[src/rtl/spi4_pkg.sv]
package spi4_pkg;
  localparam int ADDR_W    = 7;
  localparam int DATA_W    = 16;
  localparam int FRAME_LEN = 1 + ADDR_W + DATA_W;
  localparam int CNT_W     = $clog2(FRAME_LEN + 1);
  localparam int SYNC_N    = 2;
endpackage

[src/rtl/spi4_in_sync.sv]
module spi4_in_sync #(
  parameter int STAGES = spi4_pkg::SYNC_N
) (
  input  logic clk_i,
  input  logic rst_ni,
  input  logic sclk_i,
  input  logic csb_i,
  input  logic sdi_i,
  output logic csb_s_o,
  output logic sdi_s_o,
  output logic rise_o,
  output logic fall_o
);
  localparam int W = 3;
  localparam logic [W-1:0] RST_VAL = 3'b010; // {sdi, csb, sclk}

  logic [W-1:0] raw;
  logic [W-1:0] syn;
  logic         sclk_d_q;

  assign raw = {sdi_i, csb_i, sclk_i};

  for (genvar i = 0; i < W; i++) begin : g_bit
    logic [STAGES-1:0] ff_q;
    always_ff @(posedge clk_i or negedge rst_ni) begin
      if (!rst_ni) ff_q <= {STAGES{RST_VAL[i]}};
      else         ff_q <= {ff_q[STAGES-2:0], raw[i]};
    end
    assign syn[i] = ff_q[STAGES-1];
  end

  always_ff @(posedge clk_i or negedge rst_ni) begin
    if (!rst_ni) sclk_d_q <= 1'b0;
    else         sclk_d_q <= syn[0];
  end

  assign rise_o  = syn[0] & ~sclk_d_q;
  assign fall_o  = ~syn[0] & sclk_d_q;
  assign csb_s_o = syn[1];
  assign sdi_s_o = syn[2];
endmodule

[src/rtl/spi4_frame.sv]
module spi4_frame
  import spi4_pkg::*;
#(
  parameter int AW = ADDR_W,
  parameter int DW = DATA_W
) (
  input  logic                   clk_i,
  input  logic                   rst_ni,
  input  logic                   en_i,
  input  logic                   csb_s_i,
  input  logic                   sdi_s_i,
  input  logic                   rise_i,
  input  logic                   fall_i,
  input  logic [DW-1:0]          rd_data_i,
  output logic [AW-1:0]          addr_o,
  output logic                   wr_en_o,
  output logic [DW-1:0]          wr_data_o,
  output logic [CNT_W-1:0]       cnt_o,
  output logic                   dat_vld_o,
  output logic                   dat_bit_o
);
  localparam int LEN   = 1 + AW + DW;
  localparam int IDX_W = $clog2(DW);

  logic [CNT_W-1:0] cnt_q;
  logic             dir_q;
  logic [AW-1:0]    addr_q;
  logic [DW-2:0]    wsh_q;
  logic             vld_q, bit_q;
  logic             live;
  logic [IDX_W-1:0] bit_idx;

  assign live    = en_i & ~csb_s_i;
  // LEN-1 and cnt_q agree modulo DW, so the low bits give the data index
  assign bit_idx = IDX_W'(LEN - 1) - IDX_W'(cnt_q);

  always_ff @(posedge clk_i or negedge rst_ni) begin
    if (!rst_ni) begin
      cnt_q  <= '0;
      dir_q  <= 1'b0;
      addr_q <= '0;
      wsh_q  <= '0;
      vld_q  <= 1'b0;
      bit_q  <= 1'b0;
    end else if (!live) begin
      cnt_q <= '0;
      vld_q <= 1'b0;
    end else begin
      if (rise_i && cnt_q != CNT_W'(LEN)) begin
        cnt_q <= cnt_q + 1'b1;
        if (cnt_q == '0)                 dir_q  <= sdi_s_i;
        else if (cnt_q <= CNT_W'(AW))    addr_q <= {addr_q[AW-2:0], sdi_s_i};
        else if (!dir_q)                 wsh_q  <= {wsh_q[DW-3:0], sdi_s_i};
      end
      if (fall_i) begin
        vld_q <= dir_q && (cnt_q > CNT_W'(AW)) && (cnt_q < CNT_W'(LEN));
        bit_q <= rd_data_i[bit_idx];
      end
    end
  end

  assign wr_en_o   = live & rise_i & ~dir_q & (cnt_q == CNT_W'(LEN - 1));
  assign wr_data_o = {wsh_q, sdi_s_i};
  assign addr_o    = addr_q;
  assign cnt_o     = cnt_q;
  assign dat_vld_o = vld_q;
  assign dat_bit_o = bit_q;
endmodule

[src/rtl/spi4_regfile.sv]
module spi4_regfile #(
  parameter int AW = spi4_pkg::ADDR_W,
  parameter int DW = spi4_pkg::DATA_W
) (
  input  logic          clk_i,
  input  logic          rst_ni,
  input  logic          we_i,
  input  logic [AW-1:0] addr_i,
  input  logic [DW-1:0] wdata_i,
  output logic [DW-1:0] rdata_o
);
  localparam int DEPTH = 1 << AW;

  logic [DEPTH-1:0][DW-1:0] rows;

  for (genvar r = 0; r < DEPTH; r++) begin : g_row
    logic [DW-1:0] row_q;
    always_ff @(posedge clk_i or negedge rst_ni) begin
      if (!rst_ni)                           row_q <= '0;
      else if (we_i && addr_i == AW'(r))     row_q <= wdata_i;
    end
    assign rows[r] = row_q;
  end

  assign rdata_o = rows[addr_i];
endmodule

[src/rtl/spi4_sdo_drv.sv]
module spi4_sdo_drv (
  input  logic en_i,
  input  logic od_i,
  input  logic vld_i,
  input  logic bit_i,
  output logic sdo_o,
  output logic oe_o
);
  always_comb begin
    if (!en_i) begin
      sdo_o = 1'b0;
      oe_o  = 1'b0;
    end else if (od_i) begin
      sdo_o = 1'b0;            // open-drain: only ever pull low
      oe_o  = vld_i & ~bit_i;
    end else begin
      sdo_o = vld_i & bit_i;
      oe_o  = 1'b1;
    end
  end
endmodule

[src/rtl/spi4_ctl_port.sv]
module spi4_ctl_port
  import spi4_pkg::*;
(
  input  logic clk_i,
  input  logic rst_ni,
  input  logic mode_3w_i,
  input  logic mode_4w_i,
  input  logic od_mode_i,
  input  logic csb_i,
  input  logic sclk_i,
  input  logic sdi_i,
  output logic sdo_o,
  output logic sdo_oe_o
);
  logic              mode4;
  logic              csb_s, sdi_s, rise, fall;
  logic [ADDR_W-1:0] addr;
  logic              wr_en;
  logic [DATA_W-1:0] wr_data, rd_data;
  logic [CNT_W-1:0]  cnt;
  logic              dat_vld, dat_bit;

  assign mode4 = mode_3w_i & mode_4w_i;

  spi4_in_sync u_sync (
    .clk_i   (clk_i),
    .rst_ni  (rst_ni),
    .sclk_i  (sclk_i),
    .csb_i   (csb_i),
    .sdi_i   (sdi_i),
    .csb_s_o (csb_s),
    .sdi_s_o (sdi_s),
    .rise_o  (rise),
    .fall_o  (fall)
  );

  spi4_frame u_frame (
    .clk_i     (clk_i),
    .rst_ni    (rst_ni),
    .en_i      (mode4),
    .csb_s_i   (csb_s),
    .sdi_s_i   (sdi_s),
    .rise_i    (rise),
    .fall_i    (fall),
    .rd_data_i (rd_data),
    .addr_o    (addr),
    .wr_en_o   (wr_en),
    .wr_data_o (wr_data),
    .cnt_o     (cnt),
    .dat_vld_o (dat_vld),
    .dat_bit_o (dat_bit)
  );

  spi4_regfile u_regs (
    .clk_i   (clk_i),
    .rst_ni  (rst_ni),
    .we_i    (wr_en),
    .addr_i  (addr),
    .wdata_i (wr_data),
    .rdata_o (rd_data)
  );

  spi4_sdo_drv u_drv (
    .en_i  (mode4),
    .od_i  (od_mode_i),
    .vld_i (dat_vld),
    .bit_i (dat_bit),
    .sdo_o (sdo_o),
    .oe_o  (sdo_oe_o)
  );
endmodule

[config.mk]
export PLATFORM = sky130hd
export DESIGN_NAME = spi4_ctl_port
export DESIGN_NICKNAME = d
export VERILOG_FILES = /design/src/rtl/spi4_pkg.sv /design/src/rtl/spi4_in_sync.sv /design/src/rtl/spi4_frame.sv /design/src/rtl/spi4_regfile.sv /design/src/rtl/spi4_sdo_drv.sv /design/src/rtl/spi4_ctl_port.sv
export SDC_FILE = /design/constraint.sdc
export NUM_CORES = 2
export LEC_CHECK = 0
export ABC_AREA = 1
export ABC_CLOCK_PERIOD_IN_PS = 2800
export BUFFER_PORTS_ARGS = -buffer_cell sky130_fd_sc_hd__buf_4
export CORE_ASPECT_RATIO = 1.1
export CORE_MARGIN = 1.5
export CORE_UTILIZATION = 29
export DETAILED_ROUTE_END_ITERATION = 16
export HOLD_SLACK_MARGIN = 0.02
export SLEW_MARGIN = 20
export SYNTH_ARGS = -nofsm -noshare
export SYNTH_HDL_FRONTEND = slang
export SYNTH_SLANG_ARGS = --single-unit
[constraint.sdc]
create_clock -name clk_i -period 2.8 [get_ports clk_i]
set_input_delay 0.28 -clock clk_i [delete_from_list [all_inputs] [get_ports clk_i]]
set_output_delay 0.28 -clock clk_i [all_outputs]
set_load 0.02 [all_outputs]
After elaboration in Yosys (flattened, before gate mapping)
Index checks and enable logic that the tools add are counted.
{"block": "word_totals", "reg_bits": 2085, "output_inout_bits": 2, "wordCells": 441}
{"block": "op_classes", "addsub": 2, "magnitude_cmp": 5, "n_eq_ne": 131, "mux": 12, "n_bitwise": 16, "n_reduce_logical": 137}
{"operator": "$eq 7x7->1 const B", "n": 64}
{"operator": "$eq 7x6->1 const B", "n": 32}
{"operator": "$logic_and 1x1->1", "n": 131}
{"operator": "$bmux 16 s7", "n": 1}
{"operator": "$eq 7x5->1 const B", "n": 16}
{"operator": "$eq 7x4->1 const B", "n": 8}
{"operator": "$eq 7x3->1 const B", "n": 4}
{"operator": "$mux 16", "n": 1}
{"operator": "$eq 7x2->1 const B", "n": 2}
{"operator": "$mux 5", "n": 2}
{"operator": "$and 1x1->1", "n": 9}
{"operator": "$lt 7x8->1 const B", "n": 1}
{"operator": "$eq 7x1->1 const B", "n": 1}
{"operator": "$logic_not 7->1", "n": 1}
{"operator": "$mux 1", "n": 7}
{"operator": "$not 1->1", "n": 7}
{"operator": "$add 5x1->5 const B", "n": 1}
{"operator": "$eq 5x5->1 const B", "n": 1}
{"operator": "$gt 5x3->1 const B", "n": 1}
{"operator": "$le 5x3->1 const B", "n": 1}
{"operator": "$logic_not 5->1", "n": 1}
{"operator": "$lt 4x5->1 const B", "n": 1}
{"operator": "$lt 5x5->1 const B", "n": 1}
{"operator": "$ne 5x5->1 const B", "n": 1}
{"operator": "other kinds (7)", "n": 8}

Depth between registers and ports, before layout
{"block": "logic_depth", "word_depth": 6, "mapped_depth": 22, "mapped_depth_nobuf": 19}

Modules after synthesis
Synthesis repeated with hierarchy kept, for this count alone.
{"block": "hier_totals", "hier_cells": 12583, "hier_area_um2": 95620.5}
{"mod": "spi4_regfile", "n_inst": 1, "cells_per_inst": 12383, "area_per_inst_um2": 93801.2, "seq_area_each_um2": 51249.2}
{"mod": "spi4_frame", "n_inst": 1, "cells_per_inst": 180, "area_per_inst_um2": 1591.5, "seq_area_each_um2": 750.7}
{"mod": "spi4_in_sync", "n_inst": 1, "cells_per_inst": 11, "area_per_inst_um2": 192.7, "seq_area_each_um2": 177.7}
{"mod": "spi4_sdo_drv", "n_inst": 1, "cells_per_inst": 7, "area_per_inst_um2": 27.5, "seq_area_each_um2": 0.0}
{"mod": "spi4_ctl_port", "n_inst": 1, "cells_per_inst": 2, "area_per_inst_um2": 7.5, "seq_area_each_um2": 0.0}

Worst setup path after synthesis
No wires, ideal clock.
{"block": "synth_timing", "path_kind": "register to register", "start": "register u_frame.cnt_q[1] (netlist: u_frame.cnt_o[1])", "end": "register u_regs.g_row[96].row_q[2]", "setup_ns": 0.133, "arrival_ns": 1.997, "t_required_ns": 2.667, "slack_ns": 0.670, "stages_incl_launch_ff": 12, "path_buffers": 3, "period_less_slack_ns": 2.130, "path_cell_list": "dfrtp_1 ha_1 nand2_1 nor2_1 inv_1 nor3_1 clkbuf_1 clkbuf_1 nand2_1 clkbuf_1 nand2_1 o21ai_0"}
{"block": "synth_via", "elab_chain_cells": 3}
{"element": "start: declaration", "line_no": "spi4_frame.sv:25", "rtl": "logic [CNT_W-1:0] cnt_q;"}
{"element": "start signal: assignment", "line_no": "spi4_frame.sv:50", "rtl": "cnt_q <= cnt_q + 1'b1;"}
{"element": "$eq 5x5->1", "line_no": "spi4_frame.sv:62", "rtl": "assign wr_en_o = live & rise_i & ~dir_q & (cnt_q == CNT_W'(LEN - 1));"}
{"element": "$and 1x1->1", "line_no": "spi4_frame.sv:62"}
{"element": "$logic_and 1x1->1", "line_no": "spi4_regfile.sv:20", "rtl": "else if (we_i && addr_i == AW'(r)) row_q <= wdata_i;"}
{"element": "end signal: assignment", "line_no": "spi4_regfile.sv:20"}
{"element": "end: declaration", "line_no": "spi4_regfile.sv:17", "rtl": "logic [DW-1:0] row_q;"}
Every way passes these cells.
A chain may end at the register's enable or synchronous reset.

Final worst setup path
{"block": "layout_timing", "start": "register u_frame.addr_q[0] (netlist: u_frame.addr_o[0])", "end": "register u_frame.bit_q (netlist: u_frame.dat_bit_o)"}
{"block": "layout_via", "elab_chain_cells": 4}
{"element": "start: declaration", "line_no": "spi4_frame.sv:27", "rtl": "logic [AW-1:0] addr_q;"}
{"element": "start signal: assignment", "line_no": "spi4_frame.sv:52", "rtl": "else if (cnt_q <= CNT_W'(AW)) addr_q <= {addr_q[AW-2:0], sdi_s_i};"}
{"element": "$bmux 16 s7", "line_no": "spi4_regfile.sv:25", "rtl": "assign rdata_o = rows[addr_i];"}
{"element": "$mux 16 (implied by the code)", "line_no": "spi4_regfile.sv:25"}
{"element": "$bmux 1 s4", "line_no": "spi4_frame.sv:57", "rtl": "bit_q <= rd_data_i[bit_idx];"}
{"element": "$mux 1 (implied by the code)", "line_no": "spi4_frame.sv:57"}
{"element": "end signal: assignment", "line_no": "spi4_frame.sv:57"}
{"element": "end: declaration", "line_no": "spi4_frame.sv:29", "rtl": "logic vld_q, bit_q;"}
Every way passes these cells. The select of a mux whose other input is x is not followed.

==> impl_metrics.ini <==
[finish]
final_cell_count_no_fill = 16000
final_common_cell = nand2_1
layout_common_cells = nand2_1, o21ai_0, dfrtp_1, buf_4, nor2_1
area_delta_synth_final_pct = 21.4
post-route-util = 0.354
nNetsFinal = 11700
design_area_sq_um = 112000
drive_gt1_frac = 0.112

[power]
peakVddDrop_uv = 520
power.density_nw_per_um2 = 557
leakagePower_uw = 0.0511

[routing]
vias = 80600
dr.pass1.iters = 9
drc = 0
avgViaCountPerCell = 5.03
ant_nets = 0
wire_per_inst_microns = 20.4
first_iter_violations = 10100
wl_microns = 326000

[global_route]
grt_pass1_wl_microns = 495000
grt_use_total = 0.199
grt_max_degree = 136
antenna_found_initial = 7
grt_pass1_vias = 75900
overflow = 0

[cts]
clk_latency_ps = 900
cts.sinks = 2085
numCtsBuffers = 224
root_buffer = clkbuf_16
cts_tree = yes
clk_pin_slew_ps = 70
clockBufferDepth = 4
htreeDepth = 4

[timing]
setup_tns_ps = -234
hold_viol = 0
fmax_mhz = 335
fin_crit_sh = 1.07
finalSetupViolCount = 6
slew_viol_final = 0
fin_skew_ps = 60.6
fin_ws_ps = -183
max_slew_margin = 0.404
fin_crit_ps = 2980
rsz0062_at_grt = true
tightest_slew_ps = 892

[yosys]
synth-seq-cells = 2085
synth_cell_types = 27
async_reset_ff_frac = 1.00
syn_avg_cell_area_sq_um = 7.95
synth_area_leader_cell = dfrtp_1
netlist_instances = 11600
netlist_area_sq_um = 92500
synthesis.nets = 11600
seq_area_frac_synth = 0.564
yosysTopAreaCellShare = 0.563
synth_edf_count = 0
synth.area.top_cells = dfrtp_1, nand2_1, o21ai_0
synth_ff_type = dfrtp_1
yosys_warnings = 0

[critical_path]
r2r-end = u_frame.dat_bit_o
crit_required_ps = 3630
end_kind = flop
crit_type = flop to flop
cp.arrival_ps = 3820
r2r_start = u_frame.addr_o[0]
endpoint = u_frame.dat_bit_o
reg2reg_depth = 21
startpoint = u_frame.addr_o[0]
worst-path-max-fanout = 21
r2r_slack_ps = -180
cp-start-kind = flop

[flow_run]
drv_cap = 0

[status]
violations = negative setup slack
status = finished with violations

[placed_design]
dp_hpwl_microns = 198000
place.port_buffers = 9
dp.cells = 15500
finalWeightedCongestion = 0.974
placed_cell_area_sq_um = 102000

[die]
fp.dieH_microns = 595
core_sq_um = 318000
start_util = 0.291
row_count = 217
die_x_microns = 542
die_area_sq_um = 322000
ioPinCount = 10

[hold_path]
hold_class = input pin to asynchronous set/reset pin
==> registers in the layout (all words and copies together), names as in the netlist <==
register            cells
u_frame.cnt_o           5
u_sync.g_bit.ff_q       6
u_frame.dat_vld_o       1
u_frame.wsh_q          15
u_regs.g_row.row_q   2048
u_sync.sclk_d_q         1
u_frame.dir_q           1
u_frame.dat_bit_o       1
u_frame.addr_o          7
==> cell usage after synthesis (2+ instances only) <==
cell,number
inv_4,2
nand2_1,5327
buf_2,222
buf_1,21
o21ai_0,2171
nor2_1,414
nor3_1,3
a22oi_1,160
dfstp_2,2
dfrtp_1,2083
ha_1,2
nand3_1,180
buf_4,7
buf_6,2
nand4_1,186
clkinv_1,2
a21oi_1,89
o21ai_1,3
clkbuf_1,715
nor2_2,2
inv_1,39
==> metal layers <==
layer	up-vias	track usage	routed length, microns
met5	-	0	13
met3	552	0.0259	22200
met1	39500	0.271	140000
met4	2	0.0770	13400
met2	3011	0.318	151000
li1	37600	-	-
==> timing repair <==
item / 4_1_cts / 5_1_grt
gates cloned: 34 / 7
buffers inserted: 41 / 12
hold endpoints to repair: 1694 / 0
pin swaps: 93 / 47
hold buffers: 10 / 0
setup endpoints to repair: 9 / 187
resized for setup: 255 / 99
==> worst min-delay path by stage <==
stage	to	startpoint	slack, ps	cells past startpoint
final	u_regs.g_row[99].row_q[10]	rst_ni	180	3
after CTS	u_regs.g_row[102].row_q[11]	rst_ni	130	3
after global placement	u_regs.g_row[66].row_q[8]	rst_ni	170	1
after floorplan	u_frame.addr_o[0]	rst_ni	-20	0
after global routing	u_regs.g_row[102].row_q[11]	rst_ni	150	3
after detailed placement	u_regs.g_row[67].row_q[5]	rst_ni	170	1
==> worst max-delay path: stages, from the launching register on <==
cell and delay, ps:
dfrtp_4 510, buf_12 160, buf_8 120, nor2_4 230
buf_8 190, buf_12 190, buf_4 170, nand2_1 50
nand4_1 130, nand2_1 60, nand2_1 80, nor2_2 50
buf_4 150, nor2_4 180, nor2_1 80, nand3_2 90
a21oi_2 70, nor2_1 120, nor2_1 60, nand2_1 60
nand3_1 60, nand2_1 60
==> layout make-up <==
type	instances	area, sq um
diodes	2	5.00
clock buffers	319	6440
clock inverters	83	1110
fillers	32800	205000
inverters	44	279
multi-input cells	8542	37000
flip-flops and latches	2085	52200
well taps	4161	5210
repair buffers	768	10000
repair inverters	3	47.5
==> where the power goes <==
part	total, uW	switching (uW)	internal [uW]
clock network	30900	12700	18200
registers	30200	14.2	30100
logic	1460	1080	377
==> metrics by stage <==
stage,power [uW],hold WS [ps],setup WS (ps)
2_1_floorplan,30900,-15.6,670
3_3_place_gp,32000,173,-436
3_5_place_dp,32000,169,-340
4_1_cts,63000,130,-75.0
5_1_grt,64300,155,-240
6_report,62500,183,-183
==> kinds of logic (layout without fill, tap and decap cells) <==
family	count (synthesis)	count (layout)	share of synthesized area
other cells	0	2	0
fa+ha+maj	2	2	0.000270
buf+inv	1011	1217	0.0445
flops	2085	2085	0.564
compound gates	2426	2426	0.136
simple gates	6113	6113	0.256
xor+xnor	1	1	0.0000947
(Power assumes the default switching activity.)
